$ cat src/rtl/vid_fetch.sv
module vid_fetch #(
  parameter int H_ACTIVE   = 320,
  parameter int H_TOTAL    = 328,
  parameter int HS_START   = 322,
  parameter int HS_LEN     = 4,
  parameter int V_ACTIVE   = 200,
  parameter int V_TOTAL    = 206,
  parameter int VS_START   = 202,
  parameter int VS_LINES   = 3,
  parameter int RESET_BANK = 1
) (
  input  logic        clk,
  input  logic        rst_n,
  input  logic [2:0]  bank_i,
  input  logic [18:0] cpu_addr_i,
  input  logic        cpu_we_i,
  input  logic [7:0]  cpu_wdata_i,
  output logic [7:0]  cpu_rdata_o,
  output logic        ram_cs_o,
  output logic        ram_we_o,
  output logic [18:0] ram_addr_o,
  output logic [7:0]  ram_wdata_o,
  input  logic [7:0]  ram_rdata_i,
  output logic        phi2_o,
  output logic [7:0]  pix_o,
  output logic [2:0]  red_o,
  output logic [2:0]  green_o,
  output logic [1:0]  blue_o,
  output logic        hsync_o,
  output logic        vsync_o,
  output logic        vint_n_o
);
  localparam int HW = $clog2(H_TOTAL);
  localparam int VW = $clog2(V_TOTAL);
  localparam int PIX_TOTAL = H_ACTIVE * V_ACTIVE;
  localparam logic [HW-1:0] H_LAST = HW'(H_TOTAL - 1);
  localparam logic [VW-1:0] V_LAST = VW'(V_TOTAL - 1);
  localparam logic [HW-1:0] H_ACT  = HW'(H_ACTIVE);
  localparam logic [VW-1:0] V_ACT  = VW'(V_ACTIVE);
  localparam logic [HW-1:0] HS_B   = HW'(HS_START);
  localparam logic [HW-1:0] HS_E   = HW'(HS_START + HS_LEN);
  localparam logic [VW-1:0] VS_B   = VW'(VS_START);
  localparam logic [VW-1:0] VS_E   = VW'(VS_START + VS_LINES);

  logic          ph;
  logic [HW-1:0] hcnt;
  logic [VW-1:0] vcnt;
  logic [15:0]   offset;
  logic [2:0]    bank_q;
  logic [7:0]    pix_q;

  wire act  = (hcnt < H_ACT) && (vcnt < V_ACT);
  wire eol  = (hcnt == H_LAST);
  wire eof  = eol && (vcnt == V_LAST);

  always_ff @(posedge clk) begin
    if (!rst_n) begin
      ph     <= 1'b0;
      hcnt   <= '0;
      vcnt   <= '0;
      offset <= '0;
      bank_q <= 3'(RESET_BANK);
      pix_q  <= '0;
    end else begin
      ph <= ~ph;
      if (!ph) begin
        pix_q <= act ? ram_rdata_i : 8'h00;
        hcnt  <= eol ? '0 : hcnt + 1'b1;
        if (eol) vcnt <= eof ? '0 : vcnt + 1'b1;
        if (eof) begin
          offset <= '0;
          bank_q <= bank_i;
        end else if (act) begin
          offset <= offset + 16'd1;
        end
      end
    end
  end

  assign phi2_o      = ph;
  assign ram_cs_o    = ph | act;
  assign ram_we_o    = ph & cpu_we_i;
  assign ram_addr_o  = ph ? cpu_addr_i : (act ? {bank_q, offset} : 19'd0);
  assign ram_wdata_o = ph ? cpu_wdata_i : 8'h00;
  assign cpu_rdata_o = ph ? ram_rdata_i : 8'h00;

  assign pix_o   = pix_q;
  assign red_o   = pix_q[2:0];
  assign green_o = pix_q[5:3];
  assign blue_o  = pix_q[7:6];

  assign hsync_o  = (hcnt >= HS_B) && (hcnt < HS_E);
  assign vsync_o  = (vcnt >= VS_B) && (vcnt < VS_E);
  assign vint_n_o = ~vsync_o;


  phase_toggle_chk: assert property (@(posedge clk) disable iff (!rst_n)
    1'b1 |=> (ph != $past(ph)));

  offset_range_chk: assert property (@(posedge clk) disable iff (!rst_n)
    act |-> (offset < 16'(PIX_TOTAL)));

  offset_origin_chk: assert property (@(posedge clk) disable iff (!rst_n)
    (hcnt == '0 && vcnt == '0) |-> (offset == 16'd0));

  blank_pixel_chk: assert property (@(posedge clk) disable iff (!rst_n)
    (ph && !$past(act)) |-> (pix_q == 8'h00));

  bank_hold_chk: assert property (@(posedge clk) disable iff (!rst_n)
    !$stable(bank_q) |-> (hcnt == '0 && vcnt == '0));

  vint_entry_chk: assert property (@(posedge clk) disable iff (!rst_n)
    $fell(vint_n_o) |-> (hcnt == '0 && vcnt == VS_B));
endmodule

$ cat config.mk
export PLATFORM = sky130hd
export DESIGN_NAME = vid_fetch
export DESIGN_NICKNAME = d
export VERILOG_FILES = /design/src/rtl/vid_fetch.sv
export SDC_FILE = /design/constraint.sdc
export NUM_CORES = 1
export LEC_CHECK = 0
export ABC_AREA = 1
export CAP_MARGIN = 20
export CORE_AREA = 2 2 75 77
export CTS_CLUSTER_SIZE = 24
export DETAILED_ROUTE_END_ITERATION = 6
export DIE_AREA = 0 0 77 79
export DONT_BUFFER_PORTS = 1
export PLACE_DENSITY = 0.68
export RECOVER_POWER = 50
export REMOVE_ABC_BUFFERS = 1
export SLEW_MARGIN = 20
export SYNTH_ARGS = -nofsm -noshare
export SYNTH_HDL_FRONTEND = slang
export SYNTH_SLANG_ARGS = --single-unit
$ cat constraint.sdc
create_clock -name clk -period 2.7 [get_ports clk]
set_clock_uncertainty 0.05 [all_clocks]
set_input_delay 0.405 -clock clk [delete_from_list [all_inputs] [get_ports clk]]
set_output_delay 0.405 -clock clk [all_outputs]
set_load 0.02 [all_outputs]
==> results of run 1 <==
==> critical path: cells and delay by family (launching register included) <==
family / cells / cell delay [ns]
buffers and inverters: 1 / 0.76
DFF: 1 / 0.47
AOI/OAI and AO/OA: 1 / 0.40
==> placed cells by master (no fill, tap or decap), drive strengths merged <==
cell	n
o21ai	30
nand4	6
clkbuf	8
a21o	2
o211ai	1
xor2	2
a22o	5
nand3	38
nor2	51
buf	10
a21oi	29
nor3	13
clkinv	4
bufinv	1
dfxtp	45
nor3b	2
nand2	136
ha	5
inv	59
==> cell type report <==
| class | instances | area, sq um |
|---|---|---|
| clock buffers | 6 | 72.57 |
| clock inverters | 2 | 38.79 |
| fillers | 555 | 2425 |
| inverters | 62 | 235.2 |
| multi-input cells | 320 | 1491 |
| flip-flops and latches | 45 | 900.9 |
| well taps | 72 | 90.09 |
| repair buffers | 12 | 83.83 |
==> flip-flops by register name, indices dropped and copies added, names as in the netlist <==
register,flops
pix_o,8
hcnt,9
vcnt,8
offset,16
phi2_o,1
bank_q,3
==> cells by family (layout without fill, tap and decap cells) <==
logic type | Yosys count | count (layout) | synth area share
xor gates and xnor gates | 2 | 2 | 0.006285
DFF | 45 | 45 | 0.3232
and+or+nand+nor | 246 | 246 | 0.3847
buffers and inverters | 84 | 82 | 0.1338
AOI/OAI and AO/OA | 67 | 67 | 0.1297
adders and majority gates | 5 | 5 | 0.02244
==> power breakdown <==
group	internal [uW]	switching [uW]	total (uW)
sequential	687	42.5	729
clock	278	248	526
combinational	58.0	132	190
total	1020	423	1450
==> metal layers <==
layer / GRT usage / vias to the layer above / share of wire
li1: - / 1410 / -
met1: 0.2417 / 1185 / 0.44
met2: 0.3798 / 79 / 0.49
met3: 0.05909 / 7 / 0.064
met4: 0.08571 / 0 / 0.012
met5: 0 / - / 0
==> path summary, 6_finish.rpt <==
path         slack [ns]  cells after the start       endpoint
max                0.29                      2  ram_addr_o[2]
min                0.14                      1      bank_q[0]
max reg2reg        0.35                      7      offset[7]
min reg2reg        0.43                      2      bank_q[0]
==> per-stage QoR <==
step | util | hold WS [ns]
2_1_floorplan | - | 0.3926
6_report | 0.5457 | 0.1362
4_1_cts | 0.5513 | 0.1286
3_5_place_dp | 0.5305 | 0.4105
3_3_place_gp | 0.5305 | 0.4067
5_1_grt | 0.5457 | 0.1211
==> results.toml, run 1 <==
[run_status]
status = "finished clean"

[routing]
routed_wirelength_microns = 6575
drt_iter0_drc = 130
post_drt_via_cell_ratio = 5.166
drc = 0
first_pass_iters = 4
ant_nets = 0
wl_per_cell_microns = 12.67
vias = 2681

[yosys]
synth_common_cells = "nand2_1, inv_1, nor2_1, dfxtp_1, nand3_1"
yosysMostFrequentCell = "nand2_1"
netlist_area_sq_um = 2788
netlist_instances = 449
yosysUniqueCellTypes = 31
syn_avg_cell_area_sq_um = 6.209
synthArstFlopShare = 0
synth_area_leaders = "dfxtp_1, nand2_1, inv_1"
synth_ff_type = "dfxtp_1"
yosysWarnings = 0
yosys.area.top_type = "dfxtp_1"
yosysTopAreaCellShare = 0.3232
yosysSeqAreaShare = 0.3232
synth-edff-count = 0
synth_seq_cells = 45

[grt]
grt_usage = 0.2131
grt_max_degree = 47
grt_pass1_wl_microns = 10510
grt_pass1_vias = 2449
grt-ovfl-total = 0
antenna_found_initial = 0

[place]
portBuffers = 0
dp.cells = 511
gp_congestion = 0.8861
dp_slack_ns = 0.7132
dpl.hpwl_microns = 4701
placed_area_sq_um = 2831

[pwr]
p_leak_uw = 0.001293
finalPower_uw = 1446
max-vdd-ir-drop_mv = 0.2681
power.density_nw_per_um2 = 496.3

[clocking]
post_cts_buffers = 0
cts_root_buffer = "clkbuf_8"
cts-resized-gates = 0
numCtsBuffers = 5
clock_latency_ns = 0.31
cts_tree = "built"
clockBufferDepth = 2
cts.sinks = 45
clkTransAtPathRegs_ns = 0.09
h-tree-depth = 2
cts_hold_buffers = 0

[timing]
period_needed_ns = 2.407
fin_ws_ns = 0.2931
maxSlewViolCount = 0
fin_tns_setup_ns = 0
rsz0062_at_grt = "no"
fmax_mhz = 415.5
worst_slew_pin_slew_ns = 0.9199
hold_viol_final = 0
finalSetupViolCount = 0
post-route-period-util = 0.8915
relSlewSlack = 0.3868

[floorplan]
die_w_microns = 77
die_y_microns = 79
coreArea_sq_um = 5338
initial_core_util = 0.5223
num_io_pins = 98
dieArea_sq_um = 6083
rows = 27

[critical_path]
cp.required_ns = 2.25
startpoint_type = "flip-flop"
criticalPathCategory = "reg -> out"
path_cells = "clkbuf_2 > a22o_1"
arrival_ns = 1.95
slowest_delay_ns = 0.76
end_kind = "output pin"
critPathLaunch = "phi2_o"
critPathMaxFanout = 46
r2r_start = "hcnt[1]"
cp_slowest_cell = "clkbuf_2"

[layout]
antennaDiodeCount = 0
nNetsFinal = 492
fin_area_sq_um = 2913
area_growth_pct = 4.488
drive_gt1_frac = 0.06935
final_cells = 519

[worst_hold_path]
hp-start = "rst_n"
hold_class = "in -> reg"

[job]
cap_violations = 0
No activity file was read; power rests on OpenSTA's default activity.
==> inputs of run 2 (changes only) <==
--- a/config.mk
+++ b/config.mk
@@ -8,11 +8,12 @@
 export ABC_AREA = 1
 export CAP_MARGIN = 20
 export CORE_AREA = 2 2 75 77
+export CTS_CLUSTER_DIAMETER = 50
 export CTS_CLUSTER_SIZE = 24
 export DETAILED_ROUTE_END_ITERATION = 6
 export DIE_AREA = 0 0 77 79
 export DONT_BUFFER_PORTS = 1
-export PLACE_DENSITY = 0.68
+export PLACE_DENSITY_LB_ADDON = 0.08
 export RECOVER_POWER = 50
 export REMOVE_ABC_BUFFERS = 1
 export SLEW_MARGIN = 20
==> run 2 against run 1 <==
  * Global-route usage is 0.20 points higher
  * Critical endpoint is now ram_addr_o[17]
  * Critical path depth is 4 higher
  * Combinational power hardly changed
  * Critical path type unchanged
  * Worst hold slack better by 0.0015 ns
  * Sequential share of layout area is 0.19 points higher
  * Non-clock buffer count stayed put
==> results.toml, run 2 (synthesis gave the netlist of run 1 again) <==
[clocking]
clockBufferDepth = 2
cts_root_buffer = "clkbuf_8"
numCtsBuffers = 5
cts_hold_buffers = 0
cts_tree = "built"
cts.sinks = 45
cts-resized-gates = 0
clkTransAtPathRegs_ns = 0.09
clock_latency_ns = 0.30
h-tree-depth = 2
post_cts_buffers = 0

[timing]
worst_slew_pin_slew_ns = 0.8439
period_needed_ns = 2.349
fin_ws_ns = 0.3506
fin_tns_setup_ns = 0
hold_viol_final = 0
fmax_mhz = 425.6
finalSetupViolCount = 0
post-route-period-util = 0.8701
rsz0062_at_grt = "no"
maxSlewViolCount = 0
relSlewSlack = 0.4374

[pwr]
p_leak_uw = 0.001289
p_sw_frac = 0.3053
p_clk_frac = 0.330
switchingPower_uw = 418.8
power.density_nw_per_um2 = 473.1
max-vdd-ir-drop_mv = 0.3059
p_int_uw = 952.8
seqPwrFrac = 0.532
combPwrFrac = 0.138

[critical_path]
criticalPathCategory = "reg -> out"
arrival_ns = 1.89
path_common_cell = "nand2_1"
cp_slowest_cell = "dfxtp_1"
worstRegToRegCells = 7
r2r_start = "hcnt[1]"
path_cells = "nor2_1 > nand2_1 > nand2_1 > nand3_4 > inv_4 > a22o_1"
end_kind = "output pin"
timing.rr.end = "offset[4]"
critPathMaxFanout = 28
slowest_delay_ns = 0.34
rrSetupSlack_ns = 0.37
cp.required_ns = 2.25
startpoint_type = "flip-flop"

[routing]
wl_per_cell_microns = 12.34
ant_nets = 0
drc = 0
first_pass_iters = 4
routed_wirelength_microns = 6405
vias = 2688
drt_iter0_drc = 170
post_drt_via_cell_ratio = 5.179

[grt]
grt_pass1_vias = 2428
grt_pass1_wl_microns = 10700
grt_max_degree = 45
grt_usage = 0.2151
antenna_found_initial = 0
grt-ovfl-total = 0

[layout]
mostFrequentLayoutCells = "nand2_1, inv_1, nor2_1"
final_common_cell = "nand2_1"
antennaDiodeCount = 0
drive_gt1_frac = 0.07383
reg.largest.list = "offset: 16 flops, hcnt: 9 flops"
area_growth_pct = 3.995
largest_register_ffs = 16
nNetsFinal = 492
regMostFlops = "offset"
regArea_sq_um = 902.1
fill_cells = 564
multi_input_area_sq_um = 1491

[floorplan]
rows = 27
num_io_pins = 98
die_y_microns = 79
coreArea_sq_um = 5338
dieArea_sq_um = 6083
initial_core_util = 0.5223
die_w_microns = 77

[worst_hold_path]
hp-start = "rst_n"
whs_path_depth = 1
min_to = "bank_q[0]"
hold_class = "in -> reg"

[place]
dp_slack_ns = 0.7077
dpl.hpwl_microns = 4656
gp_congestion = 0.8572
portBuffers = 0

[run_status]
status = "finished clean"

[job]
cap_violations = 0
==> run 2: changes by cell type in the layout (fill, tap and decap cells not counted), sizes merged <==
cell    change
bufinv      -1
clkinv      +1
==> run 2: layout make-up <==
class	count	area share
inverter	62	0.08114
clock buffer	6	0.02849
tap	72	0.03107
multi-input combinational	320	0.5145
sequential	45	0.3112
clock inverter	2	0.004748
timing repair buffer	12	0.02892
==> run 2: per-stage QoR <==
| stage | util | std cells | hold slack (ns) | area (sq um) | power, uW |
|---|---|---|---|---|---|
| after detailed placement | 0.5305 | 511 | 0.4072 | 2831 | 935.9 |
| final | 0.5431 | 519 | 0.1377 | 2899 | 1372 |
| after global routing | 0.5431 | 519 | 0.1275 | 2899 | 1429 |
| after global placement | 0.5305 | 511 | 0.4055 | 2831 | 933.6 |
| after floorplan | - | 427 | 0.3926 | 2650 | 891.1 |
| after CTS | 0.5485 | 519 | 0.1300 | 2928 | 1385 |
==> run 2: routing by layer <==
metal,track usage,wire [microns],vias to the layer above
met5,0,0,-
met4,0.05893,78,0
met3,0.04659,282,6
met2,0.3737,3070,67
met1,0.2710,2974,1209
li1,-,-,1406
==> run 2: worst max path at each step <==
| stage | from | endpoint | depth (start not counted) | slack [ns] |
|---|---|---|---|---|
| floorplan | phi2_o | ram_addr_o[16] | 4 | 0.20 |
| global placement | vcnt[4] | ram_addr_o[1] | 6 | 0.73 |
| detailed placement | vcnt[4] | ram_addr_o[1] | 6 | 0.71 |
| CTS | vcnt[4] | ram_addr_o[1] | 6 | 0.37 |
| global route | hcnt[1] | offset[7] | 7 | 0.15 |
| finish | vcnt[4] | ram_addr_o[17] | 6 | 0.35 |
==> run 2: worst max-delay path: cells and delay by family (launching register included) <==
| kind | cells | cell delay, ns |
|---|---|---|
| simple gates | 4 | 0.69 |
| flops | 1 | 0.34 |
| buf+inv | 1 | 0.29 |
| compound gates | 1 | 0.28 |
==> run 2: power groups by stage <==
stage               registers [uW]  clock network [uW]  logic [uW]
finish                         730                 453         189
global placement               745                   0         189
detailed placement             745                   0         191
floorplan                      749                   0         142
CTS                            730                 463         191
global route                   734                 483         211
==> inputs of run 3 (changes only) <==
--- a/config.mk
+++ b/config.mk
@@ -8,6 +8,7 @@
 export ABC_AREA = 1
 export CAP_MARGIN = 20
 export CORE_AREA = 2 2 75 77
+export CTS_BUF_LIST = sky130_fd_sc_hd__clkbuf_16
 export CTS_CLUSTER_DIAMETER = 50
 export CTS_CLUSTER_SIZE = 24
 export DETAILED_ROUTE_END_ITERATION = 6
==> run 3 against run 2 <==
  * Setup slack better by 0.046 ns
  * Final cell count is the same
  * Via count up 0.22%
  * Clock power rose by 33%
  * Worst hold slack improved by 0.024 ns
  * Final area increased by 1.5%
  * Die area unchanged
  * Critical path depth grew 1
  * Flip-flop and latch count unchanged
  * Sequential share of layout area down 0.46 points
  * Maximum frequency is 2.0% higher
  * Global-route usage rose by 0.15 points
==> results.toml, run 3 (synthesis gave the netlist of run 1 again) <==
[grt]
grt_pass1_wl_microns = 10790
grt_max_degree = 45
grt_usage = 0.2166
grt_pass1_vias = 2438
grt-ovfl-total = 0
antenna_found_initial = 0

[floorplan]
die_w_microns = 77
dieArea_sq_um = 6083
num_io_pins = 98
die_y_microns = 79
coreArea_sq_um = 5338
rows = 27
initial_core_util = 0.5223

[clocking]
clockBufferDepth = 2
numCtsBuffers = 5
cts_hold_buffers = 0
clkTransAtPathRegs_ns = 0.07
clock_latency_ns = 0.29
cts_root_buffer = "clkbuf_16"
post_cts_buffers = 0
h-tree-depth = 2
cts.sinks = 45
cts_tree = "built"
cts-resized-gates = 0

[layout]
drive_gt1_frac = 0.06935
reg.largest.list = "offset: 16 flops, hcnt: 9 flops"
regMostFlops = "offset"
area_growth_pct = 5.565
largest_register_ffs = 16
regArea_sq_um = 902.1
final_common_cell = "nand2_1"
mostFrequentLayoutCells = "nand2_1, inv_1, nor2_1"
fill_cells = 562
antennaDiodeCount = 0
multi_input_area_sq_um = 1489
nNetsFinal = 492
final_util = 0.5513

[critical_path]
critPathMaxFanout = 16
timing.rr.end = "offset[7]"
crit_family = "simple AND/OR/NAND/NOR gates"
critPathCapture = "offset[7]"
path_cells = "ha_1 > nand2_1 > nor2_1 > nand3_1 > nand2_4 > nand2_1 > a21oi_1"
slowest_delay_ns = 0.57
cp_slowest_cell = "nand3_1"
r2r_start = "hcnt[1]"
worst-path-stages = 7
criticalPathCategory = "reg -> reg"
path_common_cell = "nand2_1"
startpoint_type = "flip-flop"
path_buf_inv = 0
end_kind = "flip-flop"
critPathLaunch = "hcnt[1]"
worstRegToRegCells = 7
rrSetupSlack_ns = 0.40
cp.required_ns = 2.88
arrival_ns = 2.48

[timing]
period_needed_ns = 2.304
fmax_mhz = 434.1
finalSetupViolCount = 0
hold_viol_final = 0
rsz0062_at_grt = "no"
maxSlewViolCount = 0
worst_slew_pin_slew_ns = 0.8467
fin_tns_setup_ns = 0
whs_ns = 0.1612
relSlewSlack = 0.4355
post-route-period-util = 0.8532

[pwr]
max-vdd-ir-drop_mv = 0.2815
p_leak_uw = 0.001309
finalPower_uw = 1521
power.density_nw_per_um2 = 516.9

[place]
gp_congestion = 0.8572
portBuffers = 0
dpl.hpwl_microns = 4656

[routing]
drc = 0
drt_iter0_drc = 132
first_pass_iters = 4
wl_per_cell_microns = 12.43
routed_wirelength_microns = 6452
post_drt_via_cell_ratio = 5.191
ant_nets = 0
vias = 2694

[worst_hold_path]
hold_class = "in -> reg"
hp-start = "rst_n"

[job]
cap_violations = 0

[run_status]
status = "finished clean"
## run 3: cell types whose count changed in the layout (fill, tap and decap cells not counted)
cell       previous run  this run
nand2_1             134       135
clkinv_1              3         4
nand2_2               1         0
clkbuf_16             0         5
clkbuf_8              6         0
## run 3: final cells by class
type,count,share of cell area
tap,72,0.03061
clock buffer,5,0.04252
sequential,45,0.3065
inverter,62,0.07993
multi-input combinational,320,0.5060
clock inverter,3,0.005952
timing repair buffer,12,0.02849
## run 3: metal layers
| layer | vias to the layer above | track usage | routed length [microns] | share of wire |
|---|---|---|---|---|
| met3 | 6 | 0.04318 | 357 | 0.055 |
| met2 | 80 | 0.3807 | 3149 | 0.49 |
| met1 | 1198 | 0.2717 | 2887 | 0.45 |
| met4 | 0 | 0.05893 | 58 | 0.0090 |
| li1 | 1410 | - | - | - |
| met5 | - | 0 | 0 | 0 |
## run 3: metrics by stage
step / setup WS (ns) / instances / area (sq um)
floorplan: 0.1954 / 427 / 2650
global placement: 0.7299 / 511 / 2831
detailed placement: 0.7077 / 511 / 2831
CTS: 0.3979 / 519 / 2974
global route: 0.1396 / 519 / 2943
finish: 0.3965 / 519 / 2943
## run 3: worst min path at each step
stage          cells after the start  slack, ns         to
2_1_floorplan                      2       0.39  bank_q[0]
3_3_place_gp                       2       0.41  bank_q[0]
3_5_place_dp                       2       0.41  bank_q[0]
4_1_cts                            1       0.15  bank_q[0]
5_1_grt                            1       0.15  bank_q[0]
6_report                           1       0.16  bank_q[0]
## run 3: worst reg2reg max path, stage by stage (launching register included)
cell and delay (ns):
dfxtp_1 0.38, ha_1 0.19, nand2_1 0.09, nor2_1 0.33, nand3_1 0.58, nand2_4 0.40, nand2_1 0.11, a21oi_1 0.12
## run 3: power by group
group	leakage, uW	internal, uW	switching (uW)
clock network	0.0000712	340	262
registers	0.000367	688	42.5
logic	0.000870	57.9	131
